### src/rtl/carry_alu_pkg.sv
package carry_alu_pkg;
  localparam int unsigned OP_W = 4;

  typedef enum logic [OP_W-1:0] {
    OP_SADD  = 4'd0,
    OP_SSUB  = 4'd1,
    OP_UADD  = 4'd2,
    OP_USUB  = 4'd3,
    OP_NADD  = 4'd4,
    OP_NSUB  = 4'd5,
    OP_NADD2 = 4'd6,
    OP_BCHK  = 4'd7,
    OP_LADD  = 4'd8,
    OP_LSUB  = 4'd9,
    OP_OR    = 4'd10,
    OP_AND   = 4'd11,
    OP_XOR   = 4'd12,
    OP_SPARE = 4'd13
  } op_e;

  typedef enum logic [1:0] {BASE_ADD, BASE_OR, BASE_AND, BASE_XOR} base_e;
  typedef enum logic [1:0] {CIN_FLAG, CIN_NFLAG, CIN_ZERO, CIN_ONE} cin_e;
  typedef enum logic [1:0] {POL_CLEAR, POL_KEEP, POL_STORE, POL_STORE_INV} pol_e;

  typedef struct packed {
    base_e base;
    cin_e  cin;
    pol_e  pol;
    logic  inv_b;
  } cfg_t;
endpackage

### src/rtl/carry_alu_decode.sv
module carry_alu_decode
  import carry_alu_pkg::*;
(
  input  logic [OP_W-1:0] op_i,
  output cfg_t            cfg_o
);
  always_comb begin
    unique case (op_i)
      OP_SADD:  cfg_o = '{BASE_ADD, CIN_FLAG,  POL_CLEAR,     1'b0};
      OP_SSUB:  cfg_o = '{BASE_ADD, CIN_NFLAG, POL_CLEAR,     1'b1};
      OP_UADD:  cfg_o = '{BASE_ADD, CIN_FLAG,  POL_STORE,     1'b0};
      OP_USUB:  cfg_o = '{BASE_ADD, CIN_NFLAG, POL_STORE_INV, 1'b1};
      OP_NADD,
      OP_NADD2: cfg_o = '{BASE_ADD, CIN_ZERO,  POL_KEEP,      1'b0};
      OP_NSUB,
      OP_BCHK:  cfg_o = '{BASE_ADD, CIN_ONE,   POL_KEEP,      1'b1};
      OP_LADD:  cfg_o = '{BASE_ADD, CIN_ZERO,  POL_CLEAR,     1'b0};
      OP_LSUB:  cfg_o = '{BASE_ADD, CIN_ONE,   POL_CLEAR,     1'b1};
      OP_AND:   cfg_o = '{BASE_AND, CIN_ZERO,  POL_KEEP,      1'b0};
      OP_XOR:   cfg_o = '{BASE_XOR, CIN_ZERO,  POL_KEEP,      1'b0};
      default:  cfg_o = '{BASE_OR,  CIN_ZERO,  POL_KEEP,      1'b0}; // spare and undefined
    endcase
  end
endmodule

### src/rtl/carry_alu_datapath.sv
module carry_alu_datapath
  import carry_alu_pkg::*;
#(
  parameter int unsigned WIDTH = 32
) (
  input  cfg_t             cfg_i,
  input  logic             flag_i,
  input  logic [WIDTH-1:0] a_i,
  input  logic [WIDTH-1:0] b_i,
  output logic [WIDTH-1:0] result_o,
  output logic             cout_o,
  output logic             ovf_o
);
  localparam int unsigned LW = WIDTH - 1;

  logic [WIDTH-1:0] b_eff;
  logic             cin;
  logic [WIDTH-1:0] low_sum;  // LW sum bits plus carry into the MSB
  logic [1:0]       top_sum;
  logic [WIDTH-1:0] add_res;
  logic             is_add;

  assign b_eff = cfg_i.inv_b ? ~b_i : b_i;

  always_comb begin
    unique case (cfg_i.cin)
      CIN_FLAG:  cin = flag_i;
      CIN_NFLAG: cin = ~flag_i;
      CIN_ZERO:  cin = 1'b0;
      default:   cin = 1'b1;
    endcase
  end

  assign low_sum = {1'b0, a_i[LW-1:0]} + {1'b0, b_eff[LW-1:0]} + {{LW{1'b0}}, cin};
  assign top_sum = {1'b0, a_i[LW]} + {1'b0, b_eff[LW]} + {1'b0, low_sum[LW]};
  assign add_res = {top_sum[0], low_sum[LW-1:0]};
  assign is_add  = (cfg_i.base == BASE_ADD);

  always_comb begin
    unique case (cfg_i.base)
      BASE_ADD: result_o = add_res;
      BASE_AND: result_o = a_i & b_i;
      BASE_XOR: result_o = a_i ^ b_i;
      default:  result_o = a_i | b_i;
    endcase
  end

  assign cout_o = is_add & top_sum[1];
  assign ovf_o  = is_add & (top_sum[1] ^ low_sum[LW]);
endmodule

### src/rtl/carry_alu_flag.sv
module carry_alu_flag
  import carry_alu_pkg::*;
(
  input  logic clk_i,
  input  logic rst_ni,
  input  logic en_i,
  input  pol_e pol_i,
  input  logic cout_i,
  output logic flag_o
);
  logic flag_d;

  always_comb begin
    unique case (pol_i)
      POL_CLEAR:     flag_d = 1'b0;
      POL_STORE:     flag_d = cout_i;
      POL_STORE_INV: flag_d = ~cout_i;
      default:       flag_d = flag_o;
    endcase
  end

  always_ff @(posedge clk_i or negedge rst_ni) begin
    if (!rst_ni)   flag_o <= 1'b0;
    else if (en_i) flag_o <= flag_d;
  end
endmodule

### src/rtl/carry_alu.sv
module carry_alu
  import carry_alu_pkg::*;
#(
  parameter int unsigned WIDTH = 32
) (
  input  logic             clk_i,
  input  logic             rst_ni,
  input  logic             en_i,
  input  logic [OP_W-1:0]  op_i,
  input  logic [WIDTH-1:0] a_i,
  input  logic [WIDTH-1:0] b_i,
  output logic [WIDTH-1:0] result_o,
  output logic             cout_o,
  output logic             ovf_o,
  output logic             carry_o,
  output logic             bound_viol_o
);
  cfg_t cfg;
  logic flag;

  carry_alu_decode u_dec (
    .op_i  (op_i),
    .cfg_o (cfg)
  );

  carry_alu_datapath #(.WIDTH(WIDTH)) u_dp (
    .cfg_i    (cfg),
    .flag_i   (flag),
    .a_i      (a_i),
    .b_i      (b_i),
    .result_o (result_o),
    .cout_o   (cout_o),
    .ovf_o    (ovf_o)
  );

  carry_alu_flag u_flag (
    .clk_i  (clk_i),
    .rst_ni (rst_ni),
    .en_i   (en_i),
    .pol_i  (cfg.pol),
    .cout_i (cout_o),
    .flag_o (flag)
  );

  assign carry_o      = flag;
  // A - B carries out exactly when A >= B unsigned
  assign bound_viol_o = (op_i == OP_BCHK) & cout_o;
endmodule

### config.mk
export PLATFORM = sky130hd
export DESIGN_NAME = carry_alu
export DESIGN_NICKNAME = d
export VERILOG_FILES = /design/src/rtl/carry_alu_pkg.sv /design/src/rtl/carry_alu_decode.sv /design/src/rtl/carry_alu_datapath.sv /design/src/rtl/carry_alu_flag.sv /design/src/rtl/carry_alu.sv
export SDC_FILE = /design/constraint.sdc
export NUM_CORES = 1
export LEC_CHECK = 0
export ABC_AREA = 1
export CORE_UTILIZATION = 56
export DETAILED_ROUTE_END_ITERATION = 6
export DONT_BUFFER_PORTS = 1
export PLACE_DENSITY = 0.71
export SYNTH_ARGS = -nofsm -noshare
export SYNTH_HDL_FRONTEND = slang
export SYNTH_SLANG_ARGS = --single-unit
export TNS_END_PERCENT = 1
### constraint.sdc
create_clock -name clk_i -period 9 [get_ports clk_i]
set_input_delay 1.35 -clock clk_i [delete_from_list [all_inputs] [get_ports clk_i]]
set_output_delay 1.35 -clock clk_i [all_outputs]
set_load 0.1 [all_outputs]
; ---- Yosys cells after proc, flatten, opt, wreduce, memory -nomap -nowiden
; Memories as Yosys holds them, arrays and structs flattened.
; Index checks and enable logic that the tools add are counted.
[op_classes]
bitwise_logic = 10
div_mod_pow = 0
multipliers = 0
eq_ne = 7
n_mux = 4
shift = 0
n_reduce_logical = 5
magnitude_cmp = 0
n_addsub = 4
[op_table]
columns = cell, n
row1 = $pmux W32 S3, 1
row2 = $add A31 B31 Y32, 1
row3 = $add A32 B1 Y32, 1
row4 = $and A32 B32 Y32, 1
row5 = $mux W32, 1
row6 = $not A32 Y32, 1
row7 = $or A32 B32 Y32, 1
row8 = $xor A32 B32 Y32, 1
row9 = $eq A2 B2 Y1 const B, 5
row10 = $logic_not A2 Y1, 3
row11 = $pmux W1 S3, 2
row12 = $eq A4 B3 Y1 const B, 1
row13 = $and A1 B1 Y1, 3
row14 = $reduce_bool A3 Y1, 1
row15 = $add A1 B1 Y2, 1
row16 = $add A2 B1 Y2, 1
row17 = $eq A2 B1 Y1 const B, 1
row18 = $not A1 Y1, 2
row19 = $reduce_and A2 Y1, 1
row20 = $xor A1 B1 Y1, 1
[word_totals]
input_bits = 71
regBits = 1
memories = 1
out_inout_bits = 36
mem_bits_ro = 112
ram_bits = 0
latchBits = 0
wordCells = 32
[mem_list]
columns = memory, depth, word_bits, read_ports, rd_clocked_by_memory_dff, write_ports, line_no
row1 = (no name shown), 16, 7, 1, 0, 0, carry_alu_decode.sv:8  ; unique case (op_i)

; ---- Depth between registers and ports, before layout
[depth]
depth_word = 8
mapped_depth = 21
ltp_nobuf = 20

; ---- Modules after synthesis
; From an unflattened synthesis, not the netlist that was laid out.
[unflattened]
cells_unflattened = 883
hier_area_um2 = 4853.4
[by_module_without_submodules]
columns = module, seq_area_each_um2, cells_per_inst, area_per_inst_um2, instances
row1 = carry_alu_datapath, 0.0, 849, 4675.7, 1
row2 = carry_alu_decode, 0.0, 17, 82.6, 1
row3 = carry_alu_flag, 25.0, 13, 71.3, 1
row4 = carry_alu, 0.0, 4, 23.8, 1

; ---- Least setup slack after synthesis
; OpenSTA, ideal clock, no wires.
[synth_timing]
path_kind = input to output
startpoint = in op_i[1]
endpoint = out bound_viol_o
slack_ps = 1409
cell_stages = 17
arrival_ps = 6241
required_time_ps = 7650
path_buffers = 1
cell_sequence = nor2_2 -> nor2_8 -> nor2_4 -> buf_4 -> xor2_1 -> ha_1 -> nand2_1 -> inv_1 -> nand2_1 -> nor3_1 -> nand2_1 -> nand2_2 -> nand3b_1 -> nand2_2 -> fa_1 -> inv_1 -> nor4_1
[synth_between]
elab_chain_cells = 7
word_cells_on_any_way = 14
classes_between = add/sub (4) / eq/ne (3) / mux (2) / bitwise (2) / reduce/logical (2) / memory (1)
[synth_lines]
columns = element, line_no
row1 = "start, declared", carry_alu.sv:9  ; input logic [OP_W-1:0] op_i,
row2 = $mem_v2 Z16 W7, -
row3 = "$mux W32, or another cell as far along", carry_alu_datapath.sv:23  ; assign b_eff = cfg_i.inv_b ? ~b_i : b_i;
row4 = $add A31 B31 Y32 or $pmux W1 S3 (tied branches), "carry_alu_datapath.sv:34, carry_alu_datapath.sv:26"
row5 = $add A32 B1 Y32, carry_alu_datapath.sv:34  ; assign low_sum = {1'b0, a_i[LW-1:0]} + {1'b0, b_eff[LW-1:0]} + {{LW{1'b0}}, cin};
row6 = $add A2 B1 Y2, carry_alu_datapath.sv:35  ; assign top_sum = {1'b0, a_i[LW]} + {1'b0, b_eff[LW]} + {1'b0, low_sum[LW]};
row7 = $and A1 B1 Y1, carry_alu_datapath.sv:48  ; assign cout_o = is_add & top_sum[1];
row8 = $and A1 B1 Y1 *, carry_alu.sv:47  ; assign bound_viol_o = (op_i == OP_BCHK) & cout_o;
row9 = "end, declared", carry_alu.sv:16  ; output logic bound_viol_o
; Mark *: on every way between the ends. The rest lies on a longest branch, timed or not.

; ---- Worst setup path after layout
[layout_timing]
startpoint = in op_i[1]
endpoint = out result_o[31]
[layout_between]
elab_chain_cells = 6
word_cells_on_any_way = 14
classes_between = add/sub (4) / eq/ne (4) / mux (3) / reduce/logical (2) / memory (1)
[layout_lines]
columns = element, line_no
row1 = $mem_v2 Z16 W7 *, -
row2 = "$mux W32, or another cell as far along", carry_alu_datapath.sv:23
row3 = $add A31 B31 Y32 or $pmux W1 S3 (tied branches), "carry_alu_datapath.sv:34, carry_alu_datapath.sv:26"
row4 = $add A32 B1 Y32, carry_alu_datapath.sv:34
row5 = $add A2 B1 Y2, carry_alu_datapath.sv:35
row6 = $pmux W32 S3 *, carry_alu_datapath.sv:40  ; unique case (cfg_i.base)
row7 = "end, declared", carry_alu.sv:12  ; output logic [WIDTH-1:0] result_o,
; Marks and branches as above.

==> results.py <==
metrics = {
    "layout": {
        "layout.nets": 1000,
        "synthToLayoutAreaGrowth_pct": 2.58,
        "seq_area_um2": 25.0,
        "final_common_cell": "nand2_1",
        "fillCellCount": 858,
        "multi_input_area_mm2": 0.00389,
        "n_antenna_cell": 0,
        "drive_above_1_share": 0.0506,
        "regMostFlops": "u_flag.flag_o",
        "largest_register_ffs": 1,
        "reg.largest.list": "u_flag.flag_o (1)",
        "finish.utilization": 0.593,
        "layout_common_cells": "nand2_1, inv_1, ha_1",
    },
    "route": {
        "num_vias": 5083,
        "drc": 0,
        "via_per_inst": 5.44,
        "dr.pass1.iters": 5,
        "antenna_left": 0,
        "drtIter0Drc": 329,
        "wl_um": 13000,
        "post_drt_wl_per_cell_um": 13.9,
    },
    "power_and_ir_drop": {
        "p_leak_nw": 3.05,
        "ir_worst_vdd_mv": 0.116,
        "powerDensity_mw_per_mm2": 132,
    },
    "yosys": {
        "avgSynthCellArea_um2": 5.65,
        "synthDistinctLibCells": 38,
        "ys_ff_latch": 1,
        "synthCells": 841,
        "syn_area_mm2": 0.00475,
        "synth_area_leaders": "ha_1, nand2_1, inv_1",
        "ys_seq_area_frac": 0.00527,
        "synth_top_area_frac": 0.248,
        "yosysWarnings": 0,
        "synth_area_leader_cell": "ha_1",
        "synth_nets": 1009,
    },
    "placement": {
        "dpl.hpwl_um": 10900,
        "routabilityCongestion": 0.931,
        "port_buffers": 0,
    },
    "worst_setup_path": {
        "crit_family": "simple AND/OR/NAND/NOR gates",
        "regToRegEndpoint": "u_flag.flag_o$_DFFE_PN0P_",
        "reg2reg_from": "u_flag.flag_o$_DFFE_PN0P_",
        "startpoint_type": "input pin",
        "cp-end-kind": "output port",
        "timing_worst_setup_path_type": "in2out",
        "rr_worst_depth": 19,
        "critical-path-slowest-cell": "a22oi_2",
        "critPathMostFrequentCell": "nand2_2",
        "worst-path-buf-inv": 1,
        "reg2reg_slack_ns": 4.91,
        "cp.arrival_ns": 5.50,
        "cp_max_fo": 17,
        "critPathMaxStageDelay_ns": 0.97,
        "path_cells": "nor2_2 > nor2_8 > nor2_4 > buf_4 > xor2_1 > fa_1 > nand3_1 > nand3_2 > nand2_1 > nand2_2 > nand2_1 > nand2_2 > nand3b_1 > nand2_2 > fa_1 > a22oi_1 > a22oi_2",
        "cp.required_ns": 7.65,
    },
    "clocking": {
        "cts-hold-fix-buffers": 0,
        "clock_latency_ns": 0,
        "post-cts-setup-buffers": 0,
        "cts_resized": 0,
        "clk_pin_slew_ns": 0,
    },
    "timing": {
        "setup_violations": 0,
        "rsz0062_at_grt": "no",
        "setup_total_negative_slack_ns": 0,
        "final.setup_skew_ns": 0,
        "hold_viol": 0,
        "slew_headroom": 0.259,
        "max_freq_mhz": 146,
        "fin_crit_sh": 0.761,
        "worstMarginPinSlew_ns": 1.11,
        "report.final.slew_viol_count": 0,
        "finalCriticalPeriod_ns": 6.85,
    },
    "job": {
        "maxCapViolCount": 0,
    },
    "die": {
        "ios": 107,
        "start_util": 0.578,
        "core-area_mm2": 0.00822,
        "fp.dieH_um": 94.1,
        "fp-row-count": 33,
        "die_width_um": 94.1,
        "die_area_mm2": 0.00885,
    },
    "global_routing": {
        "antenna_found_initial": 0,
        "grt_pass1_vias": 4720,
        "grt.total_usage": 0.294,
        "grt_max_degree": 38,
        "grt_pass1_wl_um": 21100,
        "overflow": 0,
    },
    "outcome": {
        "status": "complete, no violations",
    },
    "worst_hold_path": {
        "hp-class": "in2async",
    },
}
power breakdown:
group          switching (mW)  internal [mW]  leakage (nW)
logic                   0.494          0.137          3.03
clock network               0              0             0
registers             0.00496        0.00507        0.0134
total                   0.499          0.142          3.05
layer usage:
metal  wire length [um]  up-vias  share of wire  global-route usage
met1               6110     2287           0.47               0.400
met3                898       10          0.069              0.0194
met4                 83        0         0.0064              0.0269
met5                  0        -              0                   0
met2               5950      196           0.46               0.523
li1                   -     2590              -                   -
layout make-up:
class | instances | area share
Inverter | 204 | 0.157
Multi-Input combinational cell | 622 | 0.798
Sequential cell | 1 | 0.00514
Tap cell | 105 | 0.0270
Timing Repair Buffer | 3 | 0.0123
synth_stat cells, drive strengths merged:
cell    count
nor2       49
and2        1
nor4        1
ha         94
a31oi       1
a21oi      32
a21o        2
xnor2       1
o22ai       1
nand4       6
a22oi      33
o21ai       8
nand3b      4
xor2       33
or2         9
dfrtp       1
o21a        1
fa          3
nand2     253
nor3        5
a32oi       2
buf        14
inv       204
o211ai      1
o21bai      3
nand3      79
worst register-to-register path, cell delays in order, from the launching register on:
cell and delay [ns]:
dfrtp_1 0.93, inv_1 0.14, nand2_1 0.11, nand2_1 0.05, a21oi_1 0.21, fa_1 0.26
nand3_1 0.10, nand3_2 0.12, nand2_1 0.08, nand2_2 0.07, nand2_1 0.06, nand2_2 0.09
nand3b_1 0.10, nand2_2 0.10, fa_1 0.22, inv_1 0.10, nor2_2 0.87, xor2_1 0.14
nand4_1 0.12, o21ai_0 0.08
stage by stage:
stage | setup WS (ns) | area, um^2 | cells | hold WS, ns | total power [mW]
after floorplan | 1.41 | 4750 | 841 | 1.03 | 0.548
after global placement | 2.26 | 4870 | 935 | 1.05 | 0.631
after detailed placement | 2.16 | 4870 | 935 | 1.05 | 0.637
after CTS | 2.15 | 4870 | 935 | 1.05 | 0.639
after global routing | 1.91 | 4870 | 935 | 1.05 | 0.693
final | 2.15 | 4870 | 935 | 1.05 | 0.641
worst max-delay path by stage:
stage	startpoint	to	slack, ns	cells after the start
floorplan	op_i[1]	bound_viol_o	1.41	17
global placement	op_i[1]	result_o[31]	2.26	17
detailed placement	op_i[1]	result_o[31]	2.16	17
CTS	op_i[1]	result_o[31]	2.15	17
global route	op_i[1]	result_o[31]	1.91	17
finish	op_i[1]	result_o[31]	2.15	17
kinds of logic after synthesis:
family / count (synthesis) / share of synthesized area
compound gates: 84 / 0.116
simple gates: 407 / 0.373
xor+xnor: 34 / 0.0627
fa+ha+maj: 97 / 0.260
flops: 1 / 0.00527
buf+inv: 218 / 0.182
(Power assumes the default switching activity.)
